$ cat src/rtl/alert_filter_pkg.sv
package alert_filter_pkg;
  localparam int CNT_W = 4;

  typedef logic signed [7:0] temp_t;

  // three-bit count code to required consecutive readings
  function automatic logic [CNT_W-1:0] count_target(input logic [2:0] code);
    case (code)
      3'b001:  return CNT_W'(2);
      3'b011:  return CNT_W'(4);
      3'b111:  return CNT_W'(8);
      default: return CNT_W'(1);
    endcase
  endfunction
endpackage

$ cat src/rtl/alert_filter_regs.sv
module alert_filter_regs
  import alert_filter_pkg::*;
#(
  parameter int NCH     = 3,
  parameter int AW      = 4,
  parameter int HI_BASE = 4,
  parameter int LO_BASE = 8
) (
  input  logic                  clk,
  input  logic                  rst,
  input  logic                  wr_en,
  input  logic [AW-1:0]         wr_addr,
  input  logic [7:0]            wr_data,
  output logic [2:0]            cnt_code,
  output logic [NCH-1:0]        mask,
  output logic [7:0]            hyst,
  output logic [NCH-1:0][7:0]   high_lim,
  output logic [NCH-1:0][7:0]   low_lim
);
  localparam logic [AW-1:0] A_CFG  = AW'(0);
  localparam logic [AW-1:0] A_MASK = AW'(1);
  localparam logic [AW-1:0] A_HYST = AW'(2);

  always_ff @(posedge clk) begin
    if (rst) begin
      cnt_code <= 3'b000;
      mask     <= '0;
      hyst     <= 8'd5;
      for (int i = 0; i < NCH; i++) begin
        high_lim[i] <= 8'd85;
        low_lim[i]  <= 8'd0;
      end
    end else if (wr_en) begin
      if (wr_addr == A_CFG)  cnt_code <= wr_data[3:1];
      if (wr_addr == A_MASK) mask     <= wr_data[NCH-1:0];
      if (wr_addr == A_HYST) hyst     <= wr_data;
      for (int i = 0; i < NCH; i++) begin
        if (wr_addr == AW'(HI_BASE + i)) high_lim[i] <= wr_data;
        if (wr_addr == AW'(LO_BASE + i)) low_lim[i]  <= wr_data;
      end
    end
  end

  AST_MASK_WRITE: assert property (@(posedge clk) disable iff (rst)
    (wr_en && wr_addr == A_MASK) |=> (mask == $past(wr_data[NCH-1:0])));
  AST_HYST_WRITE: assert property (@(posedge clk) disable iff (rst)
    (wr_en && wr_addr == A_HYST) |=> (hyst == $past(wr_data)));
endmodule

$ cat src/rtl/alert_filter_chan.sv
module alert_filter_chan
  import alert_filter_pkg::*;
(
  input  logic             clk,
  input  logic             rst,
  input  logic             hit,
  input  logic             mode_cmp,
  input  temp_t            temp,
  input  logic             fault,
  input  temp_t            high,
  input  temp_t            low,
  input  logic [7:0]       hyst,
  input  logic [CNT_W-1:0] target,
  input  logic             clr,
  output logic             fire,
  output logic             status,
  output logic             e_hi,
  output logic             e_lo,
  output logic             e_flt,
  output logic             active
);
  logic [CNT_W-1:0] cnt;
  logic [CNT_W-1:0] next_cnt;
  logic             above, below, err_any, reach, under_rel;
  logic signed [9:0] rel;

  always_comb begin
    above     = temp > high;
    below     = temp < low;
    err_any   = above | below | fault;
    next_cnt  = cnt + CNT_W'(1);
    reach     = next_cnt >= target;
    rel       = $signed({{2{high[7]}}, high}) - $signed({2'b00, hyst});
    under_rel = $signed({{2{temp[7]}}, temp}) < rel;
    fire      = hit && !mode_cmp && err_any && reach;
  end

  always_ff @(posedge clk) begin
    if (rst) begin
      cnt    <= '0;
      active <= 1'b0;
      status <= 1'b0;
      e_hi   <= 1'b0;
      e_lo   <= 1'b0;
      e_flt  <= 1'b0;
    end else begin
      if (hit) begin
        if (!mode_cmp) begin
          if (!err_any || reach) cnt <= '0;
          else                   cnt <= next_cnt;
        end else if (above) begin
          if (cnt < target) cnt <= next_cnt;
          if (reach)        active <= 1'b1;
        end else if (under_rel || !active) begin
          cnt    <= '0;
          active <= 1'b0;
        end
      end
      status <= fire | (status & !clr);
      e_hi   <= (fire & above) | (e_hi  & !clr);
      e_lo   <= (fire & below) | (e_lo  & !clr);
      e_flt  <= (fire & fault) | (e_flt & !clr);
    end
  end

  AST_IDLE_HOLD: assert property (@(posedge clk) disable iff (rst)
    !hit |=> ($stable(cnt) && $stable(active)));
  AST_FIRE_CLEARS: assert property (@(posedge clk) disable iff (rst)
    fire |=> (cnt == '0));
  AST_FIRE_STATUS: assert property (@(posedge clk) disable iff (rst)
    fire |=> status);
  AST_ACK_CLEARS: assert property (@(posedge clk) disable iff (rst)
    (clr && !fire) |=> !(status || e_hi || e_lo || e_flt));
  AST_CMP_HOLD: assert property (@(posedge clk) disable iff (rst)
    (hit && mode_cmp && active && !under_rel) |=> active);
  AST_CMP_RELEASE: assert property (@(posedge clk) disable iff (rst)
    (hit && mode_cmp && !above && under_rel) |=> (!active && cnt == '0));
  AST_CMP_NO_FIRE: assert property (@(posedge clk) disable iff (rst)
    mode_cmp |-> !fire);
endmodule

$ cat src/rtl/alert_filter.sv
module alert_filter
  import alert_filter_pkg::*;
#(
  parameter int NCH = 3,
  parameter int AW  = 4,
  parameter int CW  = (NCH > 1) ? $clog2(NCH) : 1
) (
  input  logic           clk,
  input  logic           rst,
  input  logic           mode_cmp,
  input  logic           wr_en,
  input  logic [AW-1:0]  wr_addr,
  input  logic [7:0]     wr_data,
  input  logic           meas_valid,
  output logic           meas_ready,
  input  logic [CW-1:0]  meas_chan,
  input  logic [7:0]     meas_temp,
  input  logic           meas_fault,
  input  logic           status_ack,
  output logic           alert,
  output logic [NCH-1:0] chan_status,
  output logic [NCH-1:0] err_high,
  output logic [NCH-1:0] err_low,
  output logic [NCH-1:0] err_fault
);
  logic [2:0]           cnt_code;
  logic [NCH-1:0]       mask;
  logic [7:0]           hyst;
  logic [NCH-1:0][7:0]  high_lim;
  logic [NCH-1:0][7:0]  low_lim;
  logic [NCH-1:0]       fire;
  logic [NCH-1:0]       active;
  logic [CNT_W-1:0]     target;
  logic                 accept;

  assign meas_ready = !rst;
  assign accept     = meas_valid && meas_ready;
  assign target     = count_target(cnt_code);

  alert_filter_regs #(.NCH(NCH), .AW(AW)) u_regs (
    .clk(clk), .rst(rst), .wr_en(wr_en), .wr_addr(wr_addr), .wr_data(wr_data),
    .cnt_code(cnt_code), .mask(mask), .hyst(hyst),
    .high_lim(high_lim), .low_lim(low_lim)
  );

  for (genvar g = 0; g < NCH; g++) begin : g_chan
    alert_filter_chan u_chan (
      .clk(clk), .rst(rst),
      .hit(accept && meas_chan == CW'(g)),
      .mode_cmp(mode_cmp),
      .temp(meas_temp), .fault(meas_fault),
      .high(high_lim[g]), .low(low_lim[g]),
      .hyst(hyst), .target(target), .clr(status_ack),
      .fire(fire[g]), .status(chan_status[g]),
      .e_hi(err_high[g]), .e_lo(err_low[g]), .e_flt(err_fault[g]),
      .active(active[g])
    );
  end

  assign alert = mode_cmp ? |(active & ~mask) : |(chan_status & ~mask);

  AST_FIRE_RAISES_ALERT: assert property (@(posedge clk) disable iff (rst)
    (|(fire & ~mask)) |=> alert);
  AST_ONE_CHANNEL_FIRES: assert property (@(posedge clk) disable iff (rst)
    $onehot0(fire));
endmodule

$ cat config.mk
export PLATFORM = sky130hd
export DESIGN_NAME = alert_filter
export DESIGN_NICKNAME = d
export VERILOG_FILES = /design/src/rtl/alert_filter_pkg.sv /design/src/rtl/alert_filter_regs.sv /design/src/rtl/alert_filter_chan.sv /design/src/rtl/alert_filter.sv
export SDC_FILE = /design/constraint.sdc
export NUM_CORES = 1
export LEC_CHECK = 0
export BUFFER_PORTS_ARGS = -buffer_cell sky130_fd_sc_hd__buf_2
export CORE_AREA = 2 2 102 154
export CTS_CLUSTER_SIZE = 14
export DETAILED_ROUTE_END_ITERATION = 10
export DIE_AREA = 0 0 104 156
export PLACE_DENSITY = 0.69
export SKIP_LAST_GASP = 1
export SYNTH_ARGS = -nofsm -noshare
export SYNTH_HDL_FRONTEND = slang
export SYNTH_SLANG_ARGS = --single-unit
export TNS_END_PERCENT = 20
$ cat constraint.sdc
create_clock -name clk -period 4 [get_ports clk]
set_input_delay 0 -clock clk [delete_from_list [all_inputs] [get_ports clk]]
set_output_delay 0 -clock clk [all_outputs]
set_load 0.02 [all_outputs]
==> key figures, run 1 <==
Global route
  • Vias in the first global route: between 5000 and 6000
  • GR Util All Layers: roughly 22%
  • Antenna violations before repair: 0
  • Largest net degree at the start of global routing: 70
  • Overflow after GRT: 0
  • First-pass GRT wire length: roughly 28 mm

Timing
  • Final Hold Viols: 0
  • RSZ-0062 raised after global routing: true
  • Least-Margin Pin Slew: 1060 ps
  • PnR worst setup slack: 221 ps
  • Fmax: 265 MHz
  • Clock skew: between 10 and 15 ps
  • Worst slew margin: around 29%
  • Crit share post-route: approximately 94%
  • Setup violators final: 0
  • Fin. max-slew vios: 0
  • Min Tclk post-route: ~3800 ps

Final layout
  • Antenna Cells: 0
  • Share of layout cells above drive strength 1: roughly 11%
  • Most common cell after layout, fill and taps aside: ha_1
  • Most frequent cells in the layout: ha_1 (125), inv_1 (89), dfxtp_1 (89)
  • Area Growth Syn to Fin: 10.1%
  • Layout net count: about 1000
  • Fill count: about 1500
  • Post-Layout Cell Count: 1057

Clock network
  • CTS Buf Count: 9
  • Clock Tree Root: clkbuf_16
  • CTS tree: done
  • Clk_lat worst skew: between 300 and 400 ps
  • Clock Sinks: 89
  • Bufs on Longest Clock Path: 2
  • Clk pin slew, worst setup/hold paths: about 70 ps
  • H-tree Lvls: 3

Yosys
  • Synth area leaders: dfxtp_1 (25%), ha_1 (22%), mux2i_1 (7.3%)
  • Dominant synthesized flop cell: dfxtp_1
  • Fraction of synthesized cell area taken by the top area cell type: roughly 25%
  • Syn Inst Count: ~820
  • YS warnings: 0
  • Cell taking the most area after synthesis: dfxtp_1
  • Number of flops mapped to enable cells by yosys: 0
  • Avg Cell Area, Syn: 8.52 um^2
  • Yosys reg bits: 89
  • Syn nets: between 900 and 1000
  • Synth Cell Area: roughly 0.007 mm^2
  • Sequential area share after synthesis: between 20% and 30%
  • Synth cell types: between 60 and 70
  • Fraction of registers with async set/reset: 0%

Power and ir drop
  • Switching share of power: a little under a third
  • Sequential power share: 42.7%
  • Max IR drop VDD: about 190 uV
  • Comb pwr share: 17.8%
  • Pwr Density: between 200 and 300 mW/mm^2
  • Leakage: ~3.3 nW
  • Int Pwr: approximately 1.5 mW
  • Psw: ~0.64 mW
  • Clk pwr share: slightly below 40%

Routing
  • Wire per inst: about 16 um
  • Vias: slightly below 6000
  • ANT nets after route: 0
  • DRC Markers: 0
  • Routed vias/inst: roughly 5.5
  • Aggregate routed wire length: around 17 mm
  • Iteration count of the initial detailed-routing pass: 4
  • Number of DRC markers in iteration 0: 261

Floorplanning
  • Initial Utilization: between 40 and 50%
  • Die Ht: roughly 160 um
  • Die X-Extent: ~100 um
  • Core Footprint: about 0.015 mm^2
  • I/O Pins: 43
  • Die Area: ~0.016 mm^2
  • FP Rows: 55

Placed design
  • Placed insts: approximately 1000
  • GPL Wtd Cong: 0.857
  • Detailed Place HPWL: around 13 mm
  • DP Worst Slack: 52.9 ps
  • PortBufs: 42

Worst hold path
  • Type of the most critical hold path: input port to flop

Setup path
  • CP arrival: 4030 ps
  • Worst Setup Start Kind: flop
  • Register-to-register setup slack: 220 ps
  • Crit path required time: roughly 4300 ps
  • Reg2reg end: g_chan[0].u_chan.cnt[2]
  • FF-to-FF path depth: 19
  • Worst Path Max Fanout: 4
  • Worst setup path startpoint: u_regs.high_lim[0]
  • Worst r2r src: u_regs.high_lim[0]
  • CP Capture Point: g_chan[0].u_chan.cnt[2]
  • Crit end category: flop
  • Worst Path Class, Setup: flop to flop

Outcome
  • Status: finished, final reports clean

Flow run
  • Maxcap violations: 0
==> cells by family after synthesis <==
kind of cell             share of synthesized area (%)
AND/OR/NAND/NOR                                   16.4
AO/OA/AOI/OAI                                     16.9
adder cells (fa/ha/maj)                           23.3
buffers and inverters                             7.41
flip-flops                                        25.4
multiplexers                                      7.28
XOR/XNOR                                          3.25
==> synthesized netlist by cell type, types with 3 or more instances <==
master / n
o211ai_1: 22
nor2_1: 81
o22ai_1: 3
and2_1: 6
o21ai_0: 27
nand3_1: 19
or2_2: 3
fa_1: 3
ha_1: 126
o21a_1: 5
and4_1: 3
nand4_1: 4
nor3_1: 13
nand2_1: 31
a22o_1: 3
inv_1: 91
o31ai_1: 3
xor2_1: 6
a32o_1: 3
o21bai_1: 6
o21ai_1: 3
a21boi_0: 4
a221oi_1: 4
a21o_1: 12
a21oi_1: 46
and3_1: 7
xnor2_1: 20
nor3b_1: 8
clkbuf_1: 19
nand3b_1: 4
dfxtp_1: 89
or3_1: 6
a211oi_1: 7
mux2i_1: 51
nor2b_1: 18
nand2b_1: 18
buf_4: 12
==> state kept, by name, indices dropped and copies added, names as in the netlist <==
register              flops
u_regs.cnt_code           3
g_chan.u_chan.cnt        12
g_chan.u_chan.e_lo        3
u_regs.hyst               8
g_chan.u_chan.e_flt       3
u_regs.mask               3
g_chan.u_chan.status      3
g_chan.u_chan.active      3
u_regs.low_lim           24
u_regs.high_lim          24
g_chan.u_chan.e_hi        3
==> power by group through the flow <==
| stage | Sequential, mW | Combinational [mW] | Clock [mW] |
|---|---|---|---|
| finish | 0.910 | 0.378 | 0.842 |
| detailed placement | 0.930 | 0.365 | 0 |
| global route | 0.911 | 0.426 | 0.904 |
| floorplan | 0.926 | 0.252 | 0 |
| global placement | 0.930 | 0.359 | 0 |
| CTS | 0.909 | 0.368 | 0.858 |
==> worst min-delay path by stage <==
stage,from,end,slack [ps],cells after the start
finish,wr_data[6],u_regs.high_lim[6],30,3
global route,wr_data[6],u_regs.high_lim[14],40,3
CTS,wr_data[6],u_regs.high_lim[22],20,3
detailed placement,meas_fault,g_chan[2].u_chan.e_flt,340,3
global placement,meas_fault,g_chan[2].u_chan.e_flt,330,3
floorplan,wr_data[4],u_regs.high_lim[12],140,2
==> per-layer routing <==
| metal | share of wire [%] | vias to the layer above | GRT usage (%) | routed length [um] |
|---|---|---|---|---|
| met1 | 42 | 2702 | 25.1 | 7260 |
| met3 | 2.9 | 45 | 3.30 | 504 |
| met2 | 51 | 98 | 39.6 | 8740 |
| met5 | 0 | - | 0 | 0 |
| li1 | - | 2962 | - | - |
| met4 | 4.3 | 0 | 11.0 | 745 |
==> cell type report <==
class / instances / area (um^2) / share of cell area [%]
timing repair buffer: 53 / 295 / 3.82
inverter: 92 / 345 / 4.47
sequential: 89 / 1780 / 23.1
clock inverter: 7 / 58.8 / 0.762
multi-input combinational: 608 / 4770 / 61.7
tap: 199 / 249 / 3.22
clock buffer: 9 / 225 / 2.92
==> timing repair <==
| item | 4_1_cts | 5_1_grt |
|---|---|---|
| buffers inserted | 0 | 4 |
| hold endpoints to repair | 3 | 0 |
| setup endpoints to repair | 0 | 12 |
| hold buffers | 1 | 0 |
| gates resized for setup | 0 | 20 |
==> critical path, stage by stage, from the launching register on <==
cell,delay [ps]
dfxtp_1,320
inv_2,60
ha_2,170
inv_2,50
fa_2,400
a21o_1,200
a21oi_2,150
o21bai_1,80
a21o_1,180
a21oi_2,110
o21bai_1,90
xnor2_1,130
ha_1,220
nor3b_2,210
o211ai_1,130
a22o_1,260
a211oi_2,260
a311oi_2,70
nand2b_1,220
a221o_1,360
==> metrics by stage <==
step                      setup TNS [ps]  power [mW]  hold WS, ps  util, %  cell area (um^2)
final                                  0        2.13         32.1     52.0              7720
after global routing               -26.3        2.24         40.6     52.0              7720
after CTS                              0        2.14         24.7     51.4              7640
after detailed placement               0        1.29          339     49.4              7340
after global placement                 0        1.29          334     49.4              7340
after floorplan                        0        1.18          139        -              7010
Power figures use the tool's default switching activity.
==> run 2, diff against run 1 <==
- CORE_AREA: 2 2 102 154 -> 5 5 105 157
- DIE_AREA: 0 0 104 156 -> 0 0 110 162
==> run 2 against run 1 <==
Clock skew about the same. Routed wire length up 2.2%. Critical path depth down 2. Sequential cell count unchanged. Worst hold slack better by 3.8 ps. Die area up 9.8%. Core utilization down 0.46 points. Largest cell class unchanged.
==> key figures, run 2 (synthesis gave the netlist of run 1 again) <==
Setup path
  • Crit-path leading delay family: compound AO/OA/AOI/OAI gates
  • Worst Setup Start Kind: flop
  • Crit path required time: roughly 4300 ps
  • Worst r2r src: u_regs.hyst[1]
  • Worst path slowest cell: fa_1
  • Register-to-register setup slack: approximately 200 ps
  • Crit end category: flop
  • FF-to-FF path depth: 17
  • CP Cell Sequence: clkinvlp_4 > fa_1 > a21o_1 > a21oi_1 > o21bai_1 > a21o_1 > a21oi_1 > o21bai_1 > xnor2_1 > ha_1 > o2111ai_1 > a2111oi_2 > a211oi_1 > o21ai_2 > buf_4 > nand3_1 > o41ai_1
  • Worst Path Class, Setup: flop to flop
  • CP peak stage delay: slightly above 500 ps
  • Worst Path Max Fanout: 6
  • CP Buf/Inv Count: 2
  • Reg2reg end: g_chan[2].u_chan.cnt[1]
  • CP arrival: 4040 ps

Global route
  • Vias in the first global route: around 5700
  • First-pass GRT wire length: about 28 mm
  • Antenna violations before repair: 0
  • Overflow after GRT: 0
  • Largest net degree at the start of global routing: 70
  • GR Util All Layers: about a fifth

Timing
  • Least-Margin Pin Slew: around 1100 ps
  • Fin. max-slew vios: 0
  • RSZ-0062 raised after global routing: true
  • Setup violators final: 0
  • Worst slew margin: 29.5%
  • Fmax: 263 MHz
  • Min Tclk post-route: 3800 ps
  • Clock skew: around 9.9 ps
  • Hold slack: roughly 36 ps
  • Final Hold Viols: 0
  • Crit share post-route: roughly 95%
  • Total negative slack: 0 ps

Routing
  • Wire per inst: roughly 17 um
  • Routed vias/inst: around 5.5
  • Metal2 WL: between 9 and 10 mm
  • Wire length on met1: roughly 7.4 mm
  • Iteration count of the initial detailed-routing pass: 5
  • DRC Markers: 0
  • Aggregate routed wire length: around 18 mm
  • ANT nets after route: 0
  • Vias: 5802
  • Number of DRC markers in iteration 0: 244
  • Highest Signal Layer: met4
  • Routed length on met3: between 400 and 500 um

Clock network
  • CTS Buf Count: 9
  • H-tree Lvls: 3
  • Clock Tree Root: clkbuf_16
  • Clk pin slew, worst setup/hold paths: 70 ps
  • Clock Sinks: 89
  • Clk_lat worst skew: approximately 350 ps
  • Bufs on Longest Clock Path: 2
  • CTS tree: done

Final layout
  • Most frequent cells in the layout: ha_1 (126), inv_1 (90), dfxtp_1 (88)
  • Post-Layout Inst Area: between 0.007 and 0.008 mm^2
  • Layout net count: roughly 1000
  • Area Growth Syn to Fin: 9.67%
  • Antenna Cells: 0
  • Largest regs: u_regs.high_lim x24, u_regs.low_lim x24, g_chan.u_chan.cnt x12
  • Most common cell after layout, fill and taps aside: ha_1
  • Share of layout cells above drive strength 1: between 10% and 20%

Power and ir drop
  • Max IR drop VDD: around 210 uV
  • Leakage: 3.29 nW
  • Pwr Density: about 280 mW/mm^2
  • Total power: about 2.1 mW

Floorplanning
  • Initial Utilization: a little under half
  • Core Footprint: 0.0149 mm^2
  • I/O Pins: between 40 and 50
  • Die Area: 0.0178 mm^2
  • FP Rows: 55
  • Die Ht: roughly 160 um
  • Die X-Extent: about 110 um

Worst hold path
  • Hold Path End: u_regs.high_lim[4]
  • Hold depth: 3
  • HP Start: wr_data[4]
  • Type of the most critical hold path: input port to flop

Placed design
  • PortBufs: 42
  • Detailed Place HPWL: 13.8 mm
  • GPL Wtd Cong: between 0.9 and 1
  • Cell area after placement: 0.00734 mm^2

Flow run
  • Maxcap violations: 0

Outcome
  • Status: finished, final reports clean
==> run 2: worst max path at each step <==
stage,start,to,slack [ps],depth (start not counted)
floorplan,u_regs.hyst[0],g_chan[0].u_chan.cnt[2],390,18
global placement,u_regs.hyst[0],g_chan[0].u_chan.cnt[2],130,18
detailed placement,u_regs.hyst[0],g_chan[0].u_chan.cnt[2],90,18
CTS,u_regs.hyst[0],g_chan[0].u_chan.cnt[2],20,18
global route,u_regs.hyst[1],g_chan[2].u_chan.cnt[2],-100,17
finish,u_regs.hyst[1],g_chan[2].u_chan.cnt[1],200,17
==> run 2: cell type report <==
| class | instances | area [um^2] |
|---|---|---|
| clock buffers | 9 | 225 |
| clock inverters | 7 | 61.3 |
| fillers | 1480 | 7240 |
| inverters | 92 | 349 |
| multi-input cells | 608 | 4740 |
| flip-flops and latches | 89 | 1780 |
| well taps | 199 | 249 |
| repair buffers | 51 | 280 |
==> run 2: timing repair <==
item,4_1_cts,5_1_grt
buffers inserted,0,2
hold buffers,1,0
resized for setup,0,17
endpoints found under the setup margin,0,12
hold endpoints to repair,3,0
==> run 2: metrics by stage <==
step	setup WS (ps)	instances	util, %
after detailed placement	89.7	1036	49.2
after global routing	-95.6	1055	51.5
after global placement	127	1036	49.2
final	204	1055	51.5
after floorplan	394	823	-
after CTS	18.2	1053	51.2
==> run 2: where the power goes <==
| part | total (mW) | leakage, nW | switching (mW) | internal [mW] |
|---|---|---|---|---|
| combinational | 0.376 | 2.43 | 0.226 | 0.150 |
| clock | 0.844 | 0.140 | 0.409 | 0.435 |
| sequential | 0.909 | 0.719 | 0.0106 | 0.899 |
| total | 2.13 | 3.29 | 0.645 | 1.48 |
==> run 2: worst min-delay path: stages <==
cell and delay, ps:
buf_2 170, nand2_1 80, o211ai_1 80
==> run 2: routing by layer <==
layer | vias to the layer above | track usage, %
li1 | 2952 | -
met1 | 2737 | 23.2
met2 | 79 | 36.8
met3 | 34 | 3.06
met4 | 0 | 8.85
met5 | - | 0
==> run 3, diff against run 2 <==
- PLACE_DENSITY: 0.69 -> 0.64
==> run 3 against run 2 <==
Clock skew about the same. Maximum frequency up 0.22%. Die area unchanged. Sequential cell count unchanged. Worst hold slack better by 7.6 ps. Final area up 0.13%. Routed wire length down 0.63%. Critical path type unchanged. Critical endpoint is now g_chan[0].u_chan.cnt[2]. Largest power group unchanged.
==> key figures, run 3 (synthesis gave the netlist of run 1 again) <==
Outcome
  • Status: finished, final reports clean

Final layout
  • Post-Layout Cell Count: 1057
  • Util after Layout: around 52%
  • Largest regs: u_regs.high_lim x24, u_regs.low_lim x24, g_chan.u_chan.cnt x12
  • Share of layout cells above drive strength 1: a little under a tenth
  • Fill count: about 1500
  • Layout net count: slightly above 1000
  • Most common cell after layout, fill and taps aside: ha_1
  • Area Growth Syn to Fin: 9.81%
  • Most frequent cells in the layout: ha_1 (126), inv_1 (91), dfxtp_1 (89)
  • Post-Layout Inst Area: 0.00770 mm^2

Global route
  • Antenna violations before repair: 1
  • Vias in the first global route: around 5800
  • Overflow after GRT: 0
  • First-pass GRT wire length: between 20 and 30 mm
  • Largest net degree at the start of global routing: 70
  • GR Util All Layers: ~21%

Clock network
  • Clock Sinks: 89
  • Clk pin slew, worst setup/hold paths: 70 ps
  • Clk_lat worst skew: ~340 ps
  • H-tree Lvls: 3
  • CTS tree: done
  • Clock Tree Root: clkbuf_16
  • Bufs on Longest Clock Path: 2
  • CTS Buf Count: 9

Routing
  • DRC Markers: 0
  • Aggregate routed wire length: 17.5 mm
  • Routed vias/inst: 5.47
  • Iteration count of the initial detailed-routing pass: 4
  • Number of DRC markers in iteration 0: 203
  • Wire per inst: ~17 um
  • Vias: about 5800
  • ANT nets after route: 0

Timing
  • Worst slew margin: between 30 and 40%
  • RSZ-0062 raised after global routing: true
  • Final Hold Viols: 0
  • Setup violators final: 0
  • Crit share post-route: roughly 95%
  • Clock skew: approximately 9.5 ps
  • Total negative slack: 0 ps
  • PnR worst setup slack: ~210 ps
  • Min Tclk post-route: 3790 ps
  • Least-Margin Pin Slew: between 900 and 1000 ps
  • Fmax: roughly 260 MHz
  • Fin. max-slew vios: 0

Setup path
  • Worst Path Max Fanout: 4
  • CP arrival: 4020 ps
  • Crit path required time: 4230 ps
  • Crit end category: flop
  • Reg2reg end: g_chan[0].u_chan.cnt[2]
  • Worst r2r src: u_regs.high_lim[0]
  • FF-to-FF path depth: 19
  • CP Capture Point: g_chan[0].u_chan.cnt[2]
  • Register-to-register setup slack: 210 ps
  • Worst Path Class, Setup: flop to flop
  • Worst setup path startpoint: u_regs.high_lim[0]
  • Worst Setup Start Kind: flop

Placed design
  • Detailed Place HPWL: between 10 and 15 mm
  • PortBufs: between 40 and 50
  • DP Worst Slack: 78.8 ps
  • Placed insts: approximately 1000
  • Cell area after placement: roughly 0.0074 mm^2
  • GPL Wtd Cong: 0.839

Power and ir drop
  • Psw: around 0.62 mW
  • Pwr Density: roughly 280 mW/mm^2
  • Switching share of power: 28.7%
  • Int Pwr: approximately 1.5 mW
  • Clk pwr share: 40.6%
  • Max IR drop VDD: between 150 and 200 uV
  • Sequential power share: 42.1%
  • Leakage: 3.29 nW
  • Comb pwr share: approximately 17%

Floorplanning
  • Die Area: roughly 0.018 mm^2
  • Initial Utilization: between 40% and 50%
  • Core Footprint: roughly 0.015 mm^2
  • Die Ht: around 160 um
  • Die X-Extent: around 110 um
  • FP Rows: between 50 and 60
  • I/O Pins: between 40 and 50

Flow run
  • Maxcap violations: 0

Worst hold path
  • Type of the most critical hold path: input port to flop
[run 3: cell types whose count changed in the layout (fill, tap and decap cells not counted), sizes merged]
| cell | change |
|---|---|
| buf | +1 |
| clkinv | -2 |
| clkbuf | +1 |
| diode | +1 |
| bufinv | +1 |
[run 3: worst min-delay path by stage]
stage	startpoint	cells past startpoint	endpoint	slack (ps)
final	wr_data[4]	3	u_regs.high_lim[4]	40
after global routing	wr_data[5]	3	u_regs.low_lim[21]	50
after CTS	wr_data[4]	3	u_regs.high_lim[4]	30
after detailed placement	meas_fault	3	g_chan[1].u_chan.e_flt	340
after global placement	meas_fault	3	g_chan[1].u_chan.e_flt	330
after floorplan	wr_data[4]	2	u_regs.high_lim[12]	140
[run 3: timing repair]
action,in CTS,in global routing
hold buffers,1,0
endpoints found under the setup margin,0,9
gates resized for setup,0,9
endpoints found under the hold margin,3,0
setup buffers,0,1
[run 3: worst max-delay path: stages, from the launching register on]
cell	delay (ps)
dfxtp_1	310
inv_1	70
ha_1	160
inv_1	50
fa_2	350
a21o_1	180
a21oi_2	150
o21bai_1	80
a21o_1	200
a21oi_1	160
o21bai_1	90
xnor2_1	130
ha_1	310
inv_1	50
o211ai_1	210
a22o_1	210
a211oi_1	80
a311oi_1	260
and4b_2	290
a221o_1	340
[run 3: power groups by stage]
stage | sequential (mW) | combinational (mW) | clock (mW)
2_1_floorplan | 0.926 | 0.252 | 0
3_3_place_gp | 0.930 | 0.364 | 0
3_5_place_dp | 0.930 | 0.367 | 0
4_1_cts | 0.909 | 0.371 | 0.905
5_1_grt | 0.911 | 0.423 | 0.939
6_report | 0.909 | 0.374 | 0.878
[run 3: cell type report]
| type | instances | area [um^2] | share of cell area [%] |
|---|---|---|---|
| antenna | 1 | 2.50 | 0.0325 |
| timing repair buffer | 52 | 288 | 3.74 |
| tap | 199 | 249 | 3.23 |
| sequential | 89 | 1780 | 23.1 |
| clock buffer | 10 | 229 | 2.97 |
| multi-input combinational | 608 | 4730 | 61.4 |
| inverter | 92 | 345 | 4.48 |
| clock inverter | 6 | 73.8 | 0.959 |
[run 3: stage by stage]
| stage | hold slack (ps) | power [mW] |
|---|---|---|
| after floorplan | 139 | 1.18 |
| after global placement | 330 | 1.29 |
| after detailed placement | 341 | 1.30 |
| after CTS | 30.1 | 2.19 |
| after global routing | 53.2 | 2.27 |
| final | 43.6 | 2.16 |
[run 3: per-layer routing]
layer	share of wire, %	track usage, %
met2	51	36.6
met4	4.8	10.3
met3	2.6	2.43
met1	42	24.1
met5	0	0
